[config.mk]
export PLATFORM = sky130hd
export DESIGN_NAME = scl_phase_gen
export DESIGN_NICKNAME = d
export VERILOG_FILES = /design/src/rtl/sclgen_pkg.sv /design/src/rtl/sclgen_limit_sel.sv /design/src/rtl/sclgen_counter.sv /design/src/rtl/sclgen_fsm.sv /design/src/rtl/scl_phase_gen.sv
export SDC_FILE = /design/constraint.sdc
export NUM_CORES = 1
export LEC_CHECK = 0
export CORE_ASPECT_RATIO = 0.9
export CORE_MARGIN = 2
export CORE_UTILIZATION = 60
export CTS_CLUSTER_SIZE = 8
export DETAILED_ROUTE_END_ITERATION = 8
export DONT_BUFFER_PORTS = 1
export PLACE_DENSITY = 0.76
export SYNTH_ARGS = -nofsm -noshare
export SYNTH_HDL_FRONTEND = slang
export SYNTH_HIERARCHICAL = 1
export SYNTH_SLANG_ARGS = --single-unit
export TNS_END_PERCENT = 10
[constraint.sdc]
create_clock -name clk -period 4.4 [get_ports clk]
set_clock_uncertainty 0.1 [all_clocks]
set_input_delay 0.88 -clock clk [delete_from_list [all_inputs] [get_ports clk]]
set_output_delay 0.88 -clock clk [all_outputs]
set_load 0.005 [all_outputs]
[src/rtl/sclgen_pkg.sv]
// Shared phase and request encodings for the SCL phase generator.
package sclgen_pkg;
    typedef enum logic [2:0] {
        PH_IDLE  = 3'd0,
        PH_START = 3'd1,
        PH_FALL  = 3'd2,
        PH_LOW   = 3'd3,
        PH_RISE  = 3'd4,
        PH_HIGH  = 3'd5,
        PH_STOP  = 3'd6
    } phase_e;

    typedef enum logic [1:0] {
        OP_START  = 2'd0,
        OP_BIT    = 2'd1,
        OP_RSTART = 2'd2,
        OP_STOP   = 2'd3
    } op_e;
endpackage

[src/rtl/sclgen_limit_sel.sv]
// Picks the tick limit for the phase in progress.
// Assumes CNT_W > WAIT_W; the wait limit is zero-extended.
module sclgen_limit_sel
    import sclgen_pkg::*;
#(
    parameter int CNT_W  = 9,
    parameter int WAIT_W = 7
) (
    input  phase_e             phase,
    input  op_e                op,
    input  logic [CNT_W-1:0]   cfg_low,
    input  logic [CNT_W-1:0]   cfg_high,
    input  logic [WAIT_W-1:0]  cfg_wait,
    input  logic [CNT_W-1:0]   cfg_start_hold,
    input  logic [CNT_W-1:0]   cfg_rstart_setup,
    input  logic [CNT_W-1:0]   cfg_stop_setup,
    input  logic [CNT_W-1:0]   cfg_stop_hold,
    output logic [CNT_W-1:0]   limit
);
    localparam int PAD = CNT_W - WAIT_W;
    localparam logic [CNT_W-1:0] ONE = CNT_W'(1);

    // Limit lookup by phase, and by request during the high phase.
    always_comb begin
        case (phase)
            PH_START: limit = cfg_start_hold;
            PH_LOW:   limit = cfg_low;
            PH_RISE:  limit = {{PAD{1'b0}}, cfg_wait};
            PH_HIGH: begin
                case (op)
                    OP_RSTART: limit = cfg_rstart_setup;
                    OP_STOP:   limit = cfg_stop_setup;
                    default:   limit = cfg_high;
                endcase
            end
            PH_STOP:  limit = cfg_stop_hold;
            default:  limit = ONE;
        endcase
    end
endmodule

[src/rtl/sclgen_counter.sv]
// Tick counter for one phase. It clears on request, advances on tick and
// saturates at all ones. It flags the tick that completes the limit; a
// limit of 0 acts as 1.
module sclgen_counter #(
    parameter int CNT_W = 9
) (
    input  logic             clk,
    input  logic             rst_n,
    input  logic             clr,
    input  logic             tick,
    input  logic [CNT_W-1:0] limit,
    output logic [CNT_W-1:0] cnt,
    output logic             last
);
    logic [CNT_W:0] cnt_inc;

    // Count after this tick, widened so that no carry is lost.
    always_comb cnt_inc = {1'b0, cnt} + {{CNT_W{1'b0}}, 1'b1};

    // Compare the count after this tick against the limit.
    always_comb last = (cnt_inc >= {1'b0, limit});

    // Phase tick counter with synchronous clear and saturation.
    always_ff @(posedge clk) begin
        if (!rst_n || clr) begin
            cnt <= '0;
        end else if (tick && (cnt != {CNT_W{1'b1}})) begin
            cnt <= cnt_inc[CNT_W-1:0];
        end
    end
endmodule

[src/rtl/sclgen_fsm.sv]
// Phase sequencer. It takes legal requests, walks through the phases,
// holds the data line level and raises the done pulse and sample strobe.
// Assumes scl_in is already synchronized to clk.
module sclgen_fsm
    import sclgen_pkg::*;
#(
    parameter int CNT_W = 9
) (
    input  logic             clk,
    input  logic             rst_n,
    input  logic             tick,
    input  logic             cmd_valid,
    input  logic [1:0]       cmd_op,
    input  logic             cmd_bit,
    input  logic [CNT_W-1:0] cnt,
    input  logic             last,
    input  logic [CNT_W-1:0] cfg_sda_hold,
    input  logic [CNT_W-1:0] cfg_sample,
    input  logic             cfg_sample_low,
    input  logic             scl_in,
    output phase_e           phase,
    output op_e              op,
    output logic             sda_lvl,
    output logic             done,
    output logic             sample_stb,
    output logic             ready,
    output logic             clr
);
    logic   parked;
    logic   bit_r;
    logic   accept;
    logic   leave;
    logic   busy;
    logic   tgt;
    logic   hold_hit;
    phase_e nxt;
    op_e    req;

    // Request decode and legality against the current phase.
    always_comb begin
        req    = op_e'(cmd_op);
        ready  = (phase == PH_IDLE) || ((phase == PH_LOW) && parked);
        accept = cmd_valid &&
                 (((phase == PH_IDLE) && (req == OP_START)) ||
                  ((phase == PH_LOW) && parked && (req != OP_START)));
    end

    // Exit condition of a timed phase; the wait phase also exits on a high clock.
    always_comb begin
        busy  = !ready;
        leave = busy && tick && ((phase == PH_RISE) ? (scl_in || last) : last);
        clr   = accept || leave;
    end

    // Data level that the current request drives during its low phase.
    always_comb begin
        case (op)
            OP_BIT:    tgt = bit_r;
            OP_RSTART: tgt = 1'b1;
            default:   tgt = 1'b0;
        endcase
        hold_hit = (({1'b0, cnt} + {{CNT_W{1'b0}}, 1'b1}) >= {1'b0, cfg_sda_hold});
    end

    // Phase that follows the current one.
    always_comb begin
        case (phase)
            PH_START: nxt = PH_FALL;
            PH_FALL:  nxt = PH_LOW;
            PH_LOW:   nxt = PH_RISE;
            PH_RISE:  nxt = PH_HIGH;
            PH_HIGH: begin
                case (op)
                    OP_RSTART: nxt = PH_START;
                    OP_STOP:   nxt = PH_STOP;
                    default:   nxt = PH_FALL;
                endcase
            end
            default:  nxt = PH_IDLE;
        endcase
    end

    // Sample strobe in the phase that the sampling mode selects.
    always_comb begin
        sample_stb = tick && (op == OP_BIT) && (cnt == cfg_sample) &&
                     (cfg_sample_low ? ((phase == PH_LOW) && !parked)
                                     : (phase == PH_HIGH));
    end

    // Phase, request and data line state registers.
    always_ff @(posedge clk) begin
        if (!rst_n) begin
            phase   <= PH_IDLE;
            op      <= OP_START;
            parked  <= 1'b0;
            bit_r   <= 1'b0;
            sda_lvl <= 1'b1;
            done    <= 1'b0;
        end else begin
            done <= 1'b0;
            if (accept) begin
                op    <= req;
                bit_r <= cmd_bit;
                if (phase == PH_IDLE) begin
                    phase   <= PH_START;
                    sda_lvl <= 1'b0;
                end else begin
                    parked <= 1'b0;
                end
            end else if (leave) begin
                phase <= nxt;
                case (phase)
                    PH_LOW:  sda_lvl <= tgt;
                    PH_HIGH: begin
                        if (op == OP_RSTART) sda_lvl <= 1'b0;
                        else if (op == OP_STOP) sda_lvl <= 1'b1;
                    end
                    PH_FALL: begin
                        parked <= 1'b1;
                        done   <= 1'b1;
                    end
                    PH_STOP: done <= 1'b1;
                    default: ;
                endcase
            end else if ((phase == PH_LOW) && !parked && tick && hold_hit) begin
                sda_lvl <= tgt;
            end
        end
    end
endmodule

[src/rtl/scl_phase_gen.sv]
// Top of the SCL phase generator. It ties the limit selector, the phase
// counter and the sequencer together and decodes the line enables.
// Assumes external pull-ups and a synchronized scl_in.
module scl_phase_gen
    import sclgen_pkg::*;
#(
    parameter int CNT_W  = 9,
    parameter int WAIT_W = 7
) (
    input  logic              clk,
    input  logic              rst_n,
    input  logic              tick,
    input  logic              cmd_valid,
    input  logic [1:0]        cmd_op,
    input  logic              cmd_bit,
    input  logic [CNT_W-1:0]  cfg_low,
    input  logic [CNT_W-1:0]  cfg_high,
    input  logic [WAIT_W-1:0] cfg_wait,
    input  logic [CNT_W-1:0]  cfg_start_hold,
    input  logic [CNT_W-1:0]  cfg_rstart_setup,
    input  logic [CNT_W-1:0]  cfg_stop_setup,
    input  logic [CNT_W-1:0]  cfg_stop_hold,
    input  logic [CNT_W-1:0]  cfg_sda_hold,
    input  logic [CNT_W-1:0]  cfg_sample,
    input  logic              cfg_sample_low,
    input  logic              scl_in,
    output logic              scl_oe_n,
    output logic              sda_oe_n,
    output logic              sample_stb,
    output logic              phase_done,
    output logic [2:0]        phase_code,
    output logic              ready
);
    phase_e           phase;
    op_e              op;
    logic [CNT_W-1:0] limit;
    logic [CNT_W-1:0] cnt;
    logic             last;
    logic             clr;
    logic             sda_lvl;

    sclgen_limit_sel #(.CNT_W(CNT_W), .WAIT_W(WAIT_W)) u_limit (
        .phase            (phase),
        .op               (op),
        .cfg_low          (cfg_low),
        .cfg_high         (cfg_high),
        .cfg_wait         (cfg_wait),
        .cfg_start_hold   (cfg_start_hold),
        .cfg_rstart_setup (cfg_rstart_setup),
        .cfg_stop_setup   (cfg_stop_setup),
        .cfg_stop_hold    (cfg_stop_hold),
        .limit            (limit)
    );

    sclgen_counter #(.CNT_W(CNT_W)) u_cnt (
        .clk   (clk),
        .rst_n (rst_n),
        .clr   (clr),
        .tick  (tick),
        .limit (limit),
        .cnt   (cnt),
        .last  (last)
    );

    sclgen_fsm #(.CNT_W(CNT_W)) u_fsm (
        .clk            (clk),
        .rst_n          (rst_n),
        .tick           (tick),
        .cmd_valid      (cmd_valid),
        .cmd_op         (cmd_op),
        .cmd_bit        (cmd_bit),
        .cnt            (cnt),
        .last           (last),
        .cfg_sda_hold   (cfg_sda_hold),
        .cfg_sample     (cfg_sample),
        .cfg_sample_low (cfg_sample_low),
        .scl_in         (scl_in),
        .phase          (phase),
        .op             (op),
        .sda_lvl        (sda_lvl),
        .done           (phase_done),
        .sample_stb     (sample_stb),
        .ready          (ready),
        .clr            (clr)
    );

    // Line enables and phase report decoded from registered state.
    always_comb begin
        scl_oe_n   = !((phase == PH_FALL) || (phase == PH_LOW));
        sda_oe_n   = sda_lvl;
        phase_code = phase;
    end
endmodule

Yosys cells after proc, flatten, opt, wreduce, memory -nomap -nowiden

Index checks and enable logic that the tools add are counted.

Register bits: 18
Bits in latches: 0
Memory bits (writable): 0
Memory bits (read-only): 0
Bits of input ports: 88
Output and inout port bits: 8
Word-level logic and storage cells: 83
Memories kept: 0

Add/sub/neg operators: 1
Multiply operators: 0
Divide/modulo/power cells: 0
Order comparisons: 2
Equal/unequal tests: 15
Shift operators: 0
Multiplexer cells: 22
Bitwise operators: 2
Reduce and logical (&&, ||, !) cells: 34

Operators by type and width:

| operator                                                                 | number |
|---|---|
| 9-bit case mux with 5 select lines                                       | 1 |
| 10-bit by 9-bit greater-or-equal comparator with 1-bit output            | 2 |
| 9-bit case mux with 2 select lines                                       | 1 |
| 3-bit case mux with 5 select lines                                       | 1 |
| 1-bit logical AND                                                        | 13 |
| 1-bit two-way mux                                                        | 13 |
| 9-bit by 1-bit adder with 10-bit output (second input constant)          | 1 |
| 3-bit == test (second input constant)                                    | 3 |
| 9-bit == test                                                            | 1 |
| 3-bit two-way mux                                                        | 3 |
| 9-bit inequality test (second input constant)                            | 1 |
| 3-bit by 2-bit == test with 1-bit output (second input constant)         | 2 |
| 1-bit logical OR                                                         | 6 |
| 3-bit case mux with 2 select lines                                       | 1 |
| 2-bit nonzero test                                                       | 3 |
| 5-bit by 4-bit inequality test with 1-bit output (second input constant) | 1 |
| 2-bit == test (second input constant)                                    | 2 |
| 1-bit zero test                                                          | 4 |
| 2-bit inequality test (second input constant)                            | 2 |
| 4-bit by 3-bit inequality test with 1-bit output (second input constant) | 1 |
| 1-bit case mux with 2 select lines                                       | 2 |
| 4-bit AND reduction                                                      | 1 |
| 3-bit by 1-bit == test with 1-bit output (second input constant)         | 1 |
| 3-bit zero test                                                          | 1 |
| 8 further kinds                                                          | 9 |

Depth between registers and ports, before layout

Gate-level depths: netlist of run 1.

Depth in word-level cells: 9
Mapped depth: 16
Gate-level depth less buffers: 14

Cells and area by module

Netlist of run 1, hierarchy kept.

By module, submodules not included:

| module           | instances | cells each | area each (um^2) | seq. area each (um^2) |
|---|---|---|---|---|
| sclgen_fsm       | 1         | 139        | 1122.3           | 180.2 |
| sclgen_counter   | 1         | 86         | 710.7            | 180.2 |
| sclgen_limit_sel | 1         | 68         | 526.8            | 0.0 |
| scl_phase_gen    | 1         | 1          | 6.3              | 0.0 |

Worst setup path after synthesis of run 1

Ideal clock, no wire load.

Path kind: register -> register
Start point: reg u_cnt.cnt[0]
End point: reg u_fsm.sda_lvl
Setup time: 0.065 ns
Arrival: 3.199 ns
Data required time: 4.235 ns
Setup slack: 1.036 ns
Stages on the path, launching flop included: 15
Buffers on the path: 0
Clock period less this slack: 3.364 ns
Path through: dfxtp_1 ha_1 nand3_1 nor2_1 and3_1 ha_1 ha_1 nor2b_1 a311oi_1 o21ai_0 and3_1 a311oi_1 o21ai_2 a211oi_2 nand4b_1

Longest elaborated chain between the ends: 7
Elaborated cells on any way between the ends: 13
Classes of those cells: add/sub (1); order compare (2); eq/ne (2); mux (3); reduce/logical (5)

RTL lines:

| element                                                                                   | line                 | text |
|---|---|---|
| start: declaration                                                                        | sclgen_counter.sv:12 | `output logic [CNT_W-1:0] cnt,` |
| start signal: assignment                                                                  | sclgen_counter.sv:28 | `cnt <= cnt_inc[CNT_W-1:0];` |
| 9-bit by 1-bit adder with 10-bit output (*)                                               | sclgen_counter.sv:18 | `always_comb cnt_inc = {1'b0, cnt} + {{CNT_W{1'b0}}, 1'b1};` |
| net u_cnt.cnt_inc[8]                                                                      | sclgen_counter.sv:15 | `logic [CNT_W:0] cnt_inc;` |
| 10-bit by 9-bit greater-or-equal comparator with 1-bit output (*)                         | sclgen_counter.sv:21 | `always_comb last = (cnt_inc >= {1'b0, limit});` |
| net last                                                                                  | scl_phase_gen.sv:38  | `logic last;` |
| 1-bit logical OR                                                                          | sclgen_fsm.sv:51     | `leave = busy && tick && ((phase == PH_RISE) ? (scl_in \|\| last) : last);` |
| 1-bit two-way mux (*)                                                                     | sclgen_fsm.sv:51     |  |
| 1-bit logical AND (*)                                                                     | sclgen_fsm.sv:51     |  |
| 5-bit by 4-bit inequality test with 1-bit output (no source line) (tied with other cells) | -                    |  |
| 4-bit AND reduction (no source line) / 1-bit two-way mux (equally long branches)          | -                    |  |
| end signal: assignment                                                                    | sclgen_fsm.sv:113    | `PH_LOW: sda_lvl <= tgt;` |
| end signal: assignment                                                                    | sclgen_fsm.sv:126    | `sda_lvl <= tgt;` |
| end: declaration                                                                          | sclgen_fsm.sv:23     | `output logic sda_lvl,` |

Mark *: on every way through the listed nets, which the timed path passes. The rest lies on a longest branch.
A chain may end at the register's enable or synchronous reset.

Worst setup path in the final report of run 1

Start point: reg u_fsm.op[0]
End point: reg u_fsm.sda_lvl

Longest elaborated chain between the ends: 9
Elaborated cells on any way between the ends: 19
Classes of those cells: order compare (1); eq/ne (5); mux (9); reduce/logical (4)

RTL lines:

| element                                                                                   | line                   | text |
|---|---|---|
| start: declaration                                                                        | sclgen_fsm.sv:22       | `output op_e op,` |
| start signal: assignment                                                                  | sclgen_fsm.sv:102      | `op <= req;` |
| 2-bit == test                                                                             | sclgen_limit_sel.sv:30 | `case (op)` |
| 9-bit case mux with 2 select lines (*)                                                    | sclgen_limit_sel.sv:30 |  |
| 9-bit case mux with 5 select lines (*)                                                    | sclgen_limit_sel.sv:25 | `case (phase)` |
| net limit[7]                                                                              | scl_phase_gen.sv:36    | `logic [CNT_W-1:0] limit;` |
| 10-bit by 9-bit greater-or-equal comparator with 1-bit output (*)                         | sclgen_counter.sv:21   |  |
| net last                                                                                  | scl_phase_gen.sv:38    |  |
| 1-bit logical OR                                                                          | sclgen_fsm.sv:51       |  |
| 1-bit two-way mux (*)                                                                     | sclgen_fsm.sv:51       |  |
| 1-bit logical AND (*)                                                                     | sclgen_fsm.sv:51       |  |
| 5-bit by 4-bit inequality test with 1-bit output (no source line) (tied with other cells) | -                      |  |
| 4-bit AND reduction (no source line) / 1-bit two-way mux (equally long branches)          | -                      |  |

Mark *: on every way through the listed nets, which the timed path passes. The rest lies on a longest branch. The select of a mux whose other input is x is not followed.

==> results of run 1 <==
state kept, by name, indices dropped and copies added, names as in the netlist:
| name | cells |
|---|---|
| u_cnt/cnt | 9 |
| u_fsm/sda_lvl | 1 |
| u_fsm/phase | 3 |
| u_fsm/op | 2 |
| u_fsm/bit_r | 1 |
| u_fsm/done | 1 |
| u_fsm/parked | 1 |
cells by family (layout without fill, tap and decap cells):
logic type / Yosys count / count (layout)
simple gates: 99 / 99
compound gates: 78 / 78
buf+inv: 34 / 30
xor+xnor: 27 / 27
fa+ha+maj: 26 / 26
flops: 18 / 18
mux: 12 / 12
routing by layer:
metal / routed length, µm / up-vias
met3: 410 / 4
met5: 0 / -
met4: 46 / 0
li1: - / 1076
met2: 2460 / 83
met1: 2660 / 978
final cells by class:
cell class / count / area (µm²)
clock buffer: 3 / 41.3
fill: 345 / 1340
inverter: 22 / 82.6
multi-input combinational: 242 / 1840
sequential: 18 / 360
tap: 46 / 57.6
timing repair buffer: 5 / 37.5
per-stage QoR:
stage          hold slack, ns  power (mW)
4_1_cts                 0.451       0.481
2_1_floorplan           0.386       0.336
3_5_place_dp            0.434       0.366
3_3_place_gp            0.415       0.361
6_report                0.453       0.482
5_1_grt                 0.491       0.516
critical path, stage by stage, from the launching register on:
cell and delay (ns):
dfxtp_1 0.77, mux2i_1 0.29, a211oi_1 0.10, a221o_1 0.30
inv_1 0.07, ha_1 0.24, a21oi_1 0.15, nor2b_1 0.06
a311oi_1 0.25, o21ai_0 0.21, and3_1 0.27, a311oi_1 0.36
o21ai_2 0.09, a211oi_2 0.18, nand4b_1 0.13
synthesized netlist by cell type (all sizes together), types with 9 or more instances:
| master | instances |
|---|---|
| dfxtp | 18 |
| mux2i | 12 |
| inv | 22 |
| a221oi | 13 |
| buf | 10 |
| nand3 | 9 |
| o21ai | 17 |
| nor2b | 9 |
| ha | 26 |
| nand2 | 11 |
| nor2 | 28 |
| a21oi | 18 |
| nand4 | 10 |
| xnor2 | 21 |
placed cells by master (no fill, tap or decap), drive strengths merged, types with 3 or more instances in the layout:
cell type / count
clkbuf: 3
nor3: 4
a211o: 8
nor2: 28
xor2: 6
nand3: 9
ha: 26
nand2b: 7
xnor2: 21
o21ai: 17
a22o: 3
dfxtp: 18
a211oi: 5
inv: 22
nand4: 10
nor2b: 9
a221oi: 13
and3: 4
nand2: 11
nor3b: 4
mux2i: 12
buf: 5
nand3b: 3
a21oi: 18
power breakdown:
| part | internal, mW | switching [mW] | total [mW] |
|---|---|---|---|
| Sequential | 0.170 | 0.0126 | 0.182 |
| Clock | 0.0610 | 0.0567 | 0.118 |
| Combinational | 0.0822 | 0.0993 | 0.182 |
worst paths after layout:
check,endpoint,from,slack [ns]
setup / recovery,u_fsm/sda_lvl,u_fsm/op[0],0.77
hold / removal,u_fsm/bit_r,u_fsm/bit_r,0.45
setup reg to reg,u_fsm/sda_lvl,u_fsm/op[0],0.77
hold reg to reg,u_fsm/bit_r,u_fsm/bit_r,0.45
==> results.tsv, run 1 <==
stage	metric	value	unit
status	status	completed	
synthesis	synthTopCellsByArea	dfxtp_1 (15%), ha_1 (14%), xnor2_1 (7.8%)	
cells_and_area	stdcell_area	0.00241	mm²
routing	firstDrtPassIters	4	
floorplan	rows	21	
global_route	overflow	0	
worst_setup_path	endpoint_kind	flop	
global_route	grt_util_met3	0.0528	
synthesis	synthAdderAreaFrac	0.137	
synthesis	ys_warn_count	6	
global_route	grt_max_degree	25	
clock_tree	cts_resized	0	
cells_and_area	fin_cells	336	
cells_and_area	fin_util	0.643	
synthesis	yosysUniqueCellTypes	55	
worst_setup_path	worstPathMaxFanout	14	
clock_tree	cts_buffers	3	
floorplan	die-area	0.00446	mm²
clock_tree	cts_tree	done	
global_route	grtUsageMet2	0.380	
global_route	grt_most_used_layer	met2	
clock_tree	clk_latency	0.26	ns
routing	drtAntennaViolNets	0	
synthesis	synth_top_area_frac	0.152	
synthesis	syn-cell-area	0.00237	mm²
placement	place_inst	333	
global_route	grt_usage	0.252	
synthesis	synth_area_leader_cell	dfxtp_1	
clock_tree	hold_buffers	0	
sta	relSlewSlack	0.485	
routing	drtIter0Drc	112	
synthesis	synth-edff-count	0	
placement	dp_hpwl	4420	µm
routing	wirelength	5580	µm
synthesis	synth_top_family_by_area	simple AND/OR/NAND/NOR gates	
sta	setup_viol	0	
routing	drc	0	
sta	setup_slack	0.767	ns
synthesis	ys.flop_type	dfxtp_1	
placement	portBuffers	0	
placement	place_area	0.00237	mm²
sta	rsz0062_at_grt	false	
floorplan	die_width	70.2	µm
synthesis	synth-xor-area-share	0.0999	
clock_tree	cts_sinks	18	
cells_and_area	final_nets	406	
synthesis	synth_seq_cells	18	
routing	wl_per_cell	16.6	µm
synthesis	async_flop_share	0	
clock_tree	post_cts_buffers	0	
sta	hold_viol_final	0	
sta	final_max_slew_viol_count	0	
routing	dr_total_vias	2141	
clock_tree	path_clk_slew	0.07	ns
synthesis	syn-mean-instance-area	8.05	µm²
synthesis	synthMuxAreaShare	0.0508	
cells_and_area	area_growth	2.06	%
synthesis	ys_seq_area_frac	0.152	
synthesis	synth_compound_gate_area_share	0.238	
floorplan	ios	96	
placement	gp_congestion	0.881	
cells_and_area	drive_above_1_share	0.0793	
power	vdd_drop_max	0.000118	V
global_route	grt_pass1_wl	9230	µm
synthesis	synth_fp_nets	408	
sta	period_minus_slack	3.63	ns
sta	max_freq	275	MHz
clock_tree	htreeDepth	1	
synthesis	yosys.area_share.simple	0.249	
floorplan	core_area	0.00376	mm²
cells_and_area	num_antenna_cells	0	
sta	worstMarginPinSlew	0.772	ns
worst_setup_path	crit_required	4.50	ns
routing	via_per_inst	6.37	
job	max_cap_violations	0	
floorplan	die_h	63.6	µm
worst_setup_path	rr_worst_depth	14	
clock_tree	clk_path_buf_depth	2	
clock_tree	root_buffer	clkbuf_8	
synthesis	synthCells	294	
power	powerDensity	199	mW/mm²
worst_setup_path	startpoint_type	flop	
sta	finalCritPeriodShare	0.826	
global_route	grt_antenna_before_repair	0	
floorplan	initial_core_util	0.630	
global_route	grt_pass1_vias	1958	
hold_path	worstHoldPathCells	2	
sta	setup-tns-final	0	ns
placement	pre_cts_ws	0.874	ns
worst_setup_path	crit_type	reg2reg	
global_route	use_met1	0.360	
worst_setup_path	cp.arrival	3.73	ns
hold_path	min_path_type	reg2reg	
power	cellLeakagePower	0.948	nW
No activity file was read; power rests on OpenSTA's default activity.
==> run 2: changes to the inputs <==
clock period = 3.55 ns   (was 4.4 ns; I/O delays follow)
==> run 2 against run 1 <==
Final area grew 3.9%. Count of clock-buffer cells in the layout is the same. Die area is the same. Combinational power grew 37%. Critical endpoint unchanged. Via count grew 5.0%. Worst hold slack lost 0.0027 ns. Sequential power grew 24%.
==> results.tsv, run 2 (synthesized netlist as in run 1, its figures left out) <==
stage	metric	value	unit
clock_tree	hold_buffers	0	
global_route	use_met1	0.353	
worst_setup_path	worstPathMaxFanout	10	
clock_tree	cts_tree	done	
floorplan	die-area	0.00446	mm²
routing	drtIter0Drc	200	
placement	place_area	0.00246	mm²
sta	max_freq	305	MHz
global_route	grtUsageMet2	0.445	
sta	setup_viol	0	
worst_setup_path	startpoint_type	flop	
cells_and_area	fin_util	0.668	
power	sw_frac_of_total	0.349	
power	clockPowerShare	0.234	
power	comb_power_share	0.402	
global_route	grt_most_used_layer	met2	
cells_and_area	final_common_cell	nor2_1	
cells_and_area	largestRegisters	u_cnt/cnt (9), u_fsm/phase (3), u_fsm/op (2)	
power	power_switching	0.216	mW
worst_setup_path	timing.rr.end	u_fsm/sda_lvl	
floorplan	initial_core_util	0.630	
worst_setup_path	cp-startpoint	u_fsm/op[0]	
worst_setup_path	r2r_setup_slack	0.27	ns
cells_and_area	fillers	362	
placement	dp_hpwl	4900	µm
clock_tree	htreeDepth	1	
worst_setup_path	crit_required	3.65	ns
floorplan	die_width	70.2	µm
global_route	grt_max_degree	20	
clock_tree	clk_path_buf_depth	2	
sta	hold_viol_final	0	
routing	wirelength	6050	µm
routing	drc	0	
cells_and_area	final_nets	417	
routing	dr_total_vias	2248	
clock_tree	post_cts_buffers	0	
sta	period_minus_slack	3.28	ns
power	powerDensity	247	mW/mm²
cells_and_area	stdcell_area	0.00251	mm²
cells_and_area	drive_above_1_share	0.126	
routing	firstDrtPassIters	4	
global_route	grt_usage	0.267	
job	max_cap_violations	0	
routing	via_per_inst	6.48	
clock_tree	root_buffer	clkbuf_8	
sta	relSlewSlack	0.628	
cells_and_area	most-common-layout-cells	nor2_1 (27), ha_1 (25), inv_1 (22)	
floorplan	ios	96	
clock_tree	cts_resized	0	
routing	drtAntennaViolNets	0	
clock_tree	path_clk_slew	0.07	ns
global_route	grt_util_met3	0.0448	
cells_and_area	largest_reg_flops	9	
power	p_total	0.619	mW
power	p_int	0.403	mW
placement	portBuffers	0	
clock_tree	cts_buffers	3	
worst_setup_path	critPathCapture	u_fsm/sda_lvl	
cells_and_area	area_growth	6.08	%
worst_setup_path	rr_worst_depth	14	
power	p_seq_frac	0.364	
placement	pre_cts_ws	0.263	ns
sta	setup_slack	0.275	ns
worst_setup_path	r2r_start	u_fsm/op[0]	
worst_setup_path	crit_type	reg2reg	
floorplan	rows	21	
sta	rsz0062_at_grt	false	
sta	worstMarginPinSlew	0.557	ns
power	vdd_drop_max	0.000146	V
placement	gp_congestion	0.891	
clock_tree	clk_latency	0.26	ns
global_route	grt_pass1_vias	2095	
hold_path	min_path_type	reg2reg	
global_route	grt_antenna_before_repair	0	
floorplan	core_area	0.00376	mm²
floorplan	die_h	63.6	µm
worst_setup_path	endpoint_kind	flop	
sta	final_max_slew_viol_count	0	
global_route	overflow	0	
cells_and_area	num_antenna_cells	0	
status	status	completed	
global_route	grt_pass1_wl	9690	µm
sta	setup-tns-final	0	ns
sta	finalCritPeriodShare	0.923	
worst_setup_path	cp.arrival	3.37	ns
cells_and_area	regMostFlops	u_cnt/cnt	
clock_tree	cts_sinks	18	
power	cellLeakagePower	1.00	nW
routing	wl_per_cell	17.4	µm
==> run 2: metrics by stage <==
stage	cells	hold slack (ns)
3_3_place_gp	344	0.428
6_report	347	0.450
5_1_grt	347	0.448
3_5_place_dp	344	0.433
2_1_floorplan	294	0.386
4_1_cts	347	0.445
==> run 2: routing by layer <==
layer  part of all wire  routed length [µm]  vias up
met5                  0                   0        -
met4              0.010                  63        0
met3              0.067                 408        6
met2               0.47                2820      109
met1               0.46                2750     1036
li1                   -                   -     1097
==> run 2: area by class of cell <==
cell class | count | area, µm² | share of cell area
multi-input combinational | 242 | 1850 | 0.736
sequential | 18 | 362 | 0.144
timing repair buffer | 16 | 120 | 0.0479
inverter | 22 | 82.6 | 0.0329
tap | 46 | 57.6 | 0.0229
clock buffer | 3 | 41.3 | 0.0165
==> run 2: critical path, cell delays in order (launching register included) <==
cell	delay [ns]
dfxtp_1	0.63
mux2i_1	0.24
a211oi_1	0.10
a221o_1	0.29
inv_1	0.08
ha_1	0.24
a21oi_1	0.15
nor2b_1	0.06
a311oi_1	0.22
o21ai_0	0.14
and3_1	0.26
a311oi_2	0.33
o21ai_2	0.09
a211oi_2	0.18
nand4b_1	0.12
==> run 2: power groups by stage <==
stage / logic (mW) / clock network, mW / registers (mW)
floorplan: 0.187 / 0 / 0.229
global placement: 0.236 / 0 / 0.229
detailed placement: 0.244 / 0 / 0.230
CTS: 0.245 / 0.149 / 0.225
global route: 0.276 / 0.156 / 0.228
finish: 0.249 / 0.145 / 0.225
==> run 2: worst min-delay path by stage <==
stage | from | end | slack [ns] | cells after the start
2_1_floorplan | u_fsm/bit_r | u_fsm/bit_r | 0.39 | 2
3_3_place_gp | u_fsm/bit_r | u_fsm/bit_r | 0.43 | 2
3_5_place_dp | u_fsm/sda_lvl | u_fsm/sda_lvl | 0.43 | 2
4_1_cts | rst_n | u_fsm/sda_lvl | 0.44 | 1
5_1_grt | rst_n | u_fsm/sda_lvl | 0.45 | 1
6_report | u_fsm/sda_lvl | u_fsm/sda_lvl | 0.45 | 2
==> run 3: changes to the inputs <==
CORE_MARGIN = 4   (was 2)
==> run 3 against run 2 <==
Cell count rose by 0.29%. Via count fell by 2.6%. Die area rose by 12%. Register-to-register slack improved by 0.02 ns. Routed wire length fell by 2.9%. Fmax rose by 0.52%. Critical path depth did not move. Core utilization did not move. Worst setup slack improved by 0.017 ns. Final area did not move. Sequential cell count did not move. Critical path type unchanged. Critical endpoint unchanged. Largest cell class unchanged. Largest power group unchanged.
==> results.tsv, run 3 (synthesized netlist as in run 1, its figures left out) <==
stage	metric	value	unit
sta	final_max_slew_viol_count	0	
clock_tree	hold_buffers	0	
clock_tree	cts_buffers	3	
cells_and_area	drive_above_1_share	0.126	
global_route	grt_usage	0.233	
sta	relSlewSlack	0.631	
clock_tree	path_clk_slew	0.07	ns
cells_and_area	most-common-layout-cells	nor2_1 (27), ha_1 (26), inv_1 (22)	
status	status	completed	
clock_tree	root_buffer	clkbuf_8	
worst_setup_path	cp.arrival	3.35	ns
power	sw_frac_of_total	0.342	
routing	drtIter0Drc	175	
worst_setup_path	startpoint_type	flop	
floorplan	rows	21	
placement	gp_congestion	0.900	
cells_and_area	area_growth	6.08	%
sta	setup_viol	0	
routing	wl_per_cell	16.9	µm
worst_setup_path	worstPathMaxFanout	11	
routing	drtAntennaViolNets	0	
sta	rsz0062_at_grt	false	
sta	finalCritPeriodShare	0.918	
routing	drc	0	
cells_and_area	final_nets	418	
power	p_int	0.399	mW
placement	dp_hpwl	4690	µm
power	p_seq_frac	0.373	
worst_setup_path	crit_required	3.64	ns
worst_setup_path	endpoint_kind	flop	
floorplan	initial_core_util	0.630	
cells_and_area	largest_reg_flops	9	
worst_setup_path	crit_type	reg2reg	
worst_setup_path	r2r_start	u_fsm/phase[1]	
worst_setup_path	timing.rr.end	u_fsm/sda_lvl	
power	p_total	0.607	mW
power	clockPowerShare	0.234	
worst_setup_path	r2r_setup_slack	0.29	ns
clock_tree	clk_path_buf_depth	2	
cells_and_area	num_antenna_cells	0	
global_route	grt_pass1_vias	2039	
placement	portBuffers	0	
sta	setup-tns-final	0	ns
clock_tree	clk_latency	0.25	ns
floorplan	core_area	0.00376	mm²
floorplan	die-area	0.00501	mm²
clock_tree	htreeDepth	1	
worst_setup_path	cp-startpoint	u_fsm/phase[1]	
floorplan	die_width	74.2	µm
floorplan	ios	96	
sta	period_minus_slack	3.26	ns
power	comb_power_share	0.393	
worst_setup_path	critPathCapture	u_fsm/sda_lvl	
clock_tree	cts_sinks	18	
cells_and_area	final_common_cell	nor2_1	
power	power_switching	0.207	mW
clock_tree	cts_tree	done	
routing	dr_total_vias	2190	
worst_setup_path	rr_worst_depth	14	
routing	via_per_inst	6.29	
sta	hold_viol_final	0	
power	vdd_drop_max	0.000191	V
global_route	grt_max_degree	20	
floorplan	die_h	67.6	µm
hold_path	min_path_type	reg2reg	
sta	worstMarginPinSlew	0.552	ns
global_route	grt_antenna_before_repair	0	
cells_and_area	regMostFlops	u_cnt/cnt	
routing	firstDrtPassIters	4	
routing	wirelength	5870	µm
sta	max_freq	307	MHz
global_route	overflow	0	
job	max_cap_violations	0	
global_route	grt_pass1_wl	9230	µm
power	powerDensity	242	mW/mm²
power	cellLeakagePower	1.01	nW
cells_and_area	largestRegisters	u_cnt/cnt (9), u_fsm/phase (3), u_fsm/op (2)	
[run 3: area by class of cell]
type / count / area, µm²
clock buffer: 3 / 41.3
fill: 328 / 1250
inverter: 22 / 82.6
multi-input combinational: 243 / 1840
sequential: 18 / 364
tap: 46 / 57.6
timing repair buffer: 16 / 120
[run 3: routing by layer]
metal	routed length [µm]	up-vias	GRT usage
li1	-	1104	-
met1	2670	1004	0.304
met2	2750	80	0.404
met3	422	2	0.0402
met4	28	0	0.0407
met5	0	-	0
[run 3: worst min path at each step]
stage,from,end,slack [ns],depth (start not counted)
final,u_fsm/sda_lvl,u_fsm/sda_lvl,0.43,2
after global routing,rst_n,u_fsm/sda_lvl,0.44,1
after CTS,u_fsm/sda_lvl,u_fsm/sda_lvl,0.44,2
after detailed placement,u_fsm/sda_lvl,u_fsm/sda_lvl,0.43,2
after global placement,u_fsm/sda_lvl,u_fsm/sda_lvl,0.42,2
after floorplan,u_fsm/bit_r,u_fsm/bit_r,0.39,2
[run 3: power by group through the flow]
stage	sequential [mW]	clock, mW	combinational (mW)
detailed placement	0.230	0	0.236
floorplan	0.229	0	0.187
finish	0.226	0.142	0.238
global placement	0.229	0	0.232
CTS	0.225	0.145	0.237
global route	0.228	0.156	0.266
[run 3: timing repair]
action                                 4_1_cts  5_1_grt
gates resized for setup                      0        3
setup endpoints to repair                    0       10
setup buffers                                0        2
endpoints found under the hold margin        0        0
[run 3: per-stage QoR]
stage	setup WS (ns)	std cells	utilization	hold slack [ns]	cell area (µm²)
floorplan	0.186	294	-	0.386	2370
global placement	0.290	342	0.650	0.420	2440
detailed placement	0.224	342	0.650	0.428	2440
CTS	0.210	345	0.661	0.439	2480
global route	0.0130	348	0.668	0.442	2510
finish	0.292	348	0.668	0.434	2510
[run 3: critical path: stages (launching register included)]
cell and delay [ns]:
dfxtp_1 0.42, nand3b_1 0.35, a211o_1 0.30, o21ai_1 0.07, inv_1 0.06, ha_1 0.30, a211o_1 0.27, a21oi_1 0.12
o21a_1 0.13, o21ai_0 0.09, and3_1 0.24, a311oi_1 0.34, o21ai_2 0.10, a211oi_2 0.18, nand4b_1 0.12
